===== src/rtl/seqchan_pkg.sv =====
package seqchan_pkg;
  localparam int DEF_DATA_W = 16;
  localparam int DEF_TAG_W  = 8;

  typedef enum logic [1:0] {
    OP_IDLE  = 2'b00,
    OP_WRITE = 2'b01,
    OP_READ  = 2'b10,
    OP_BOTH  = 2'b11
  } chan_op_e;

  function automatic chan_op_e decode_op(input logic put, input logic take);
    return chan_op_e'({take, put});
  endfunction
endpackage


===== src/rtl/seqchan_slot.sv =====
module seqchan_slot #(
  parameter int DATA_W = seqchan_pkg::DEF_DATA_W,
  parameter int TAG_W  = seqchan_pkg::DEF_TAG_W
) (
  input  logic              clk,
  input  logic              rst_n,
  input  logic              put,
  input  logic [DATA_W-1:0] payload_in,
  output logic [DATA_W-1:0] slot_payload,
  output logic [TAG_W-1:0]  slot_tag,
  output logic [DATA_W-1:0] view_payload,
  output logic [TAG_W-1:0]  view_tag
);
  localparam logic [TAG_W-1:0] TAG_ONE = TAG_W'(1);

  logic [TAG_W-1:0] tag_next;

  assign tag_next = slot_tag + TAG_ONE;

  // Write-first view for a read issued in the same cycle
  assign view_payload = put ? payload_in : slot_payload;
  assign view_tag     = put ? tag_next   : slot_tag;

  always_ff @(posedge clk) begin
    if (!rst_n) begin
      slot_payload <= '0;
      slot_tag     <= '0;
    end else if (put) begin
      slot_payload <= payload_in;
      slot_tag     <= tag_next;
    end
  end
endmodule


===== src/rtl/seqchan_sampler.sv =====
module seqchan_sampler #(
  parameter int DATA_W = seqchan_pkg::DEF_DATA_W,
  parameter int TAG_W  = seqchan_pkg::DEF_TAG_W
) (
  input  logic              clk,
  input  logic              rst_n,
  input  logic              take,
  input  logic [DATA_W-1:0] view_payload,
  input  logic [TAG_W-1:0]  view_tag,
  output logic [DATA_W-1:0] held_payload,
  output logic [TAG_W-1:0]  seen_tag
);
  always_ff @(posedge clk) begin
    if (!rst_n) begin
      held_payload <= '0;
      seen_tag     <= '0;
    end else if (take) begin
      held_payload <= view_payload;
      seen_tag     <= view_tag;
    end
  end
endmodule


===== src/rtl/seqchan_fresh.sv =====
module seqchan_fresh #(
  parameter int TAG_W = seqchan_pkg::DEF_TAG_W
) (
  input  logic [TAG_W-1:0] stored_tag,
  input  logic [TAG_W-1:0] seen_tag,
  output logic             fresh
);
  assign fresh = (stored_tag != seen_tag);
endmodule


===== src/rtl/seqchan_top.sv =====
module seqchan_top #(
  parameter int DATA_W = seqchan_pkg::DEF_DATA_W,
  parameter int TAG_W  = seqchan_pkg::DEF_TAG_W
) (
  input  logic              clk,
  input  logic              rst_n,
  input  logic              src_put,
  input  logic [DATA_W-1:0] src_payload,
  input  logic              dst_take,
  output logic [DATA_W-1:0] dst_payload,
  output logic [TAG_W-1:0]  dst_tag,
  output logic              dst_fresh
);
  import seqchan_pkg::*;

  logic [DATA_W-1:0] slot_payload;
  logic [TAG_W-1:0]  slot_tag;
  logic [DATA_W-1:0] view_payload;
  logic [TAG_W-1:0]  view_tag;
  chan_op_e          op;
  logic              do_put;
  logic              do_take;

  assign op      = decode_op(src_put, dst_take);
  assign do_put  = (op == OP_WRITE) || (op == OP_BOTH);
  assign do_take = (op == OP_READ)  || (op == OP_BOTH);

  seqchan_slot #(.DATA_W(DATA_W), .TAG_W(TAG_W)) u_slot (
    .clk          (clk),
    .rst_n        (rst_n),
    .put          (do_put),
    .payload_in   (src_payload),
    .slot_payload (slot_payload),
    .slot_tag     (slot_tag),
    .view_payload (view_payload),
    .view_tag     (view_tag)
  );

  seqchan_sampler #(.DATA_W(DATA_W), .TAG_W(TAG_W)) u_sampler (
    .clk          (clk),
    .rst_n        (rst_n),
    .take         (do_take),
    .view_payload (view_payload),
    .view_tag     (view_tag),
    .held_payload (dst_payload),
    .seen_tag     (dst_tag)
  );

  seqchan_fresh #(.TAG_W(TAG_W)) u_fresh (
    .stored_tag (slot_tag),
    .seen_tag   (dst_tag),
    .fresh      (dst_fresh)
  );
endmodule


===== config.mk =====
export PLATFORM = sky130hd
export DESIGN_NAME = seqchan_top
export DESIGN_NICKNAME = d
export VERILOG_FILES = /design/src/rtl/seqchan_pkg.sv /design/src/rtl/seqchan_slot.sv /design/src/rtl/seqchan_sampler.sv /design/src/rtl/seqchan_fresh.sv /design/src/rtl/seqchan_top.sv
export SDC_FILE = /design/constraint.sdc
export NUM_CORES = 1
export LEC_CHECK = 0
export CORE_UTILIZATION = 45
export DETAILED_ROUTE_END_ITERATION = 16
export DONT_BUFFER_PORTS = 1
export GPL_TIMING_DRIVEN = 0
export HOLD_SLACK_MARGIN = 0.03
export PLACE_DENSITY = 0.66
export SKIP_CTS_REPAIR_TIMING = 1
export SYNTH_ARGS = -nofsm -noshare
export SYNTH_HDL_FRONTEND = slang
export SYNTH_SLANG_ARGS = --single-unit

===== constraint.sdc =====
create_clock -name clk -period 1.65 [get_ports clk]
set_input_delay 0.0825 -clock clk [delete_from_list [all_inputs] [get_ports clk]]
set_output_delay 0.0825 -clock clk [all_outputs]
set_load 0.02 [all_outputs]

==> results.md <==
- Die area: between 4000 and 5000 sq um
- CTS tree: yes
- CTS sink cnt: between 40 and 50
- Chip Width: around 65 um
- Worst setup path class: reg -> out
- Overflow after GRT: 0
- Setup TNS: 0 ns
- Final hold viol count: 0
- Share of cells above drive strength 1: about 6.9%
- Post-DRT Antenna Nets: 0
- CP peak stage delay: 0.50 ns
- Number of nets in the layout: ~220
- ANT cells: 0
- Hpwl dp: between 2000 and 3000 um
- F_max: around 660 MHz
- Post-synth cell types: 21
- Synth-to-Final Area Change: 18.3%
- Worst IR Drop VDD: between 0.6 and 0.7 mV
- First-pass GRT wire length: about 6200 um
- DR vias: between 1k and 1.5k
- Routed WL: a little under 4000 um
- Yosys warning count: 0
- Power Density: between 1000 and 1500 nW/um^2
- Final setup fails: 0
- Vias in the first global route: 1,349
- Number of CTS-inserted buffers: 5
- Mapped Area: 1760 sq um
- Placed inst area: ~1800 sq um
- Final min period: 1.51 ns
- Clock Pin Slew Worst Setup and Hold Paths: 0.08 ns
- Drt first pass iters: 4
- Io pins: 45
- Vias per std cell: about 5.4
- Worst path slowest cell: dfxtp_1
- Relative slew slack: ~66%
- #FFs+latches synth: 48
- Setup Skew: around 0.0014 ns
- CP Launch Type: flop
- Max-Cap Viols: 0
- HP Class: in -> reg
- Critical path's top delay family: simple AND/OR/NAND/NOR gates
- Initial DRC count: 49
- Syn avg cell area: roughly 9.8 sq um
- Final Util: 56.1%
- Clk buf depth: 2
- CTS root buffer: clkbuf_8
- Htree depth: 2
- Worst path cell trace: xor2_1 -> nor4_1 -> nand2_1
- Worst-skew pair later-pin latency: ~0.30 ns
- Pin count of the biggest net entering global routing: 14
- Synth Instances: 179
- Sequential Area: 963 sq um
- Area of the multi-input gates: ~750 sq um
- Worst EP required: 1.57 ns
- DRC: 0
- Total power: between 2 and 2.5 mW
- GRT Util Overall: 19.9%
- Row count: 22
- CP bufs+invs: 0
- Core area: 3720 sq um
- Slew Viols, Final: 0
- Sequential area share after synthesis: a little over half
- Initial antenna violation count: 0
- Die Height: around 65 um
- Port buffer count: 0
- Fillers: approximately 340
- Status: complete, no violations
- Placer Congestion: between 0.7 and 0.8
- Starting Density: between 40 and 50%
- Routed WL per cell: approximately 15 um
- Unrepaired setup endpoints after global routing: no
- Crit Path Max Fanout: 3
- P_leak: between 0.8 and 0.9 nW
- Tcrit/Tclk final: around 90%
- Critical Path AT: ~1.4 ns
- Net Count, Synth: 200
- Worst Max-Slew Pin Slew: 0.509 ns
- Worst setup EP type: output pin
- Design area: between 2000 and 2500 sq um
through the flow:
step	setup slack [ns]	cells	hold WS (ns)
after floorplan	0.343	179	0.221
after global placement	0.258	227	0.230
after detailed placement	0.235	227	0.226
after CTS	0.0733	235	-0.0972
after global routing	0.0105	252	0.224
final	0.144	252	0.171
cells in the final DEF (no fill, tap or decap), drive strengths merged:
| cell type | count |
|---|---|
| a211oi | 19 |
| a21oi | 5 |
| a31oi | 3 |
| buf | 4 |
| clkbuf | 16 |
| clkinv | 1 |
| dfxtp | 48 |
| dlygate4sd3 | 17 |
| ha | 1 |
| mux2i | 17 |
| nand2 | 5 |
| nand4 | 3 |
| nor2 | 40 |
| nor4 | 2 |
| o21ai | 7 |
| o31ai | 1 |
| or3 | 2 |
| or4 | 1 |
| xnor2 | 1 |
| xor2 | 11 |
kinds of logic (layout without fill, tap and decap cells):
group	count (synthesis)	in the layout	share of synthesized area, %
muxes	17	17	9.66
adders and majority gates	1	1	0.710
AOI/OAI and AO/OA	35	35	13.0
xor gates and xnor gates	12	12	5.97
and+or+nand+nor	53	53	13.2
buffers and inverters	13	38	2.91
DFF	48	48	54.5
routing by layer:
| metal | share of wire, % | global-route usage [%] |
|---|---|---|
| met4 | 2.0 | 10.8 |
| met5 | 0 | 0 |
| met1 | 42 | 22.4 |
| met3 | 6.0 | 7.39 |
| met2 | 50 | 32.4 |
tightest hold or removal path: cells and delay by family:
family	cells	cell delay [ns]
xor gates and xnor gates	1	0.07
buffers and inverters	1	0.12
and+or+nand+nor	2	0.16
path summary, 6_finish.rpt:
path,startpoint,endpoint,slack (ns),depth (start not counted)
worst max register to register,u_slot.slot_tag[0]$_SDFF_PN0_,u_sampler.seen_tag[6]$_SDFFE_PN0P_,0.22,4
worst min register to register,u_slot.slot_payload[11]$_SDFF_PN0_,u_slot.slot_payload[11]$_SDFF_PN0_,0.49,2
worst max-delay path,u_sampler.seen_tag[1]$_SDFFE_PN0P_,dst_fresh,0.14,3
worst min-delay path,src_put,u_slot.slot_tag[2]$_SDFF_PN0_,0.17,4
flip-flops by register name, indices dropped and copies added (netlist names):
| signal | count |
|---|---|
| u_sampler.held_payload | 16 |
| u_slot.slot_payload | 16 |
| u_slot.slot_tag | 8 |
| u_sampler.seen_tag | 8 |
cell type report:
cell class                      count  share of cell area, %
Timing Repair Buffer               17                   8.16
Sequential cell                    48                   46.2
Clock buffer                        8                   4.32
Tap cell                           48                   2.88
Buffer                             12                   2.28
Multi-Input combinational cell    118                   36.0
Inverter                            1                  0.180
where the power goes:
part	internal [mW]	switching, mW
logic	0.0974	0.121
registers	1.23	0.0927
clock network	0.342	0.363
total	1.67	0.577
Yosys cell counts:
| cell type | number | area share (%) |
|---|---|---|
| a31oi_1 | 3 | 1.1 |
| nand2_1 | 5 | 1.1 |
| a21oi_1 | 5 | 1.4 |
| clkinv_1 | 1 | 0.21 |
| a211oi_1 | 19 | 8.1 |
| nor4_1 | 2 | 0.71 |
| buf_1 | 2 | 0.43 |
| dfxtp_1 | 48 | 55 |
| mux2i_1 | 17 | 9.7 |
| nand4_2 | 1 | 0.71 |
| or3_2 | 2 | 0.85 |
| xnor2_1 | 1 | 0.50 |
| o31ai_1 | 1 | 0.43 |
| o21ai_0 | 7 | 2.0 |
| or4_4 | 1 | 0.64 |
| buf_2 | 2 | 0.57 |
| clkbuf_1 | 8 | 1.7 |
| nor2_1 | 40 | 8.5 |
| nand4_1 | 2 | 0.71 |
| ha_1 | 1 | 0.71 |
| xor2_1 | 11 | 5.5 |
Power figures use the tool's default switching activity.
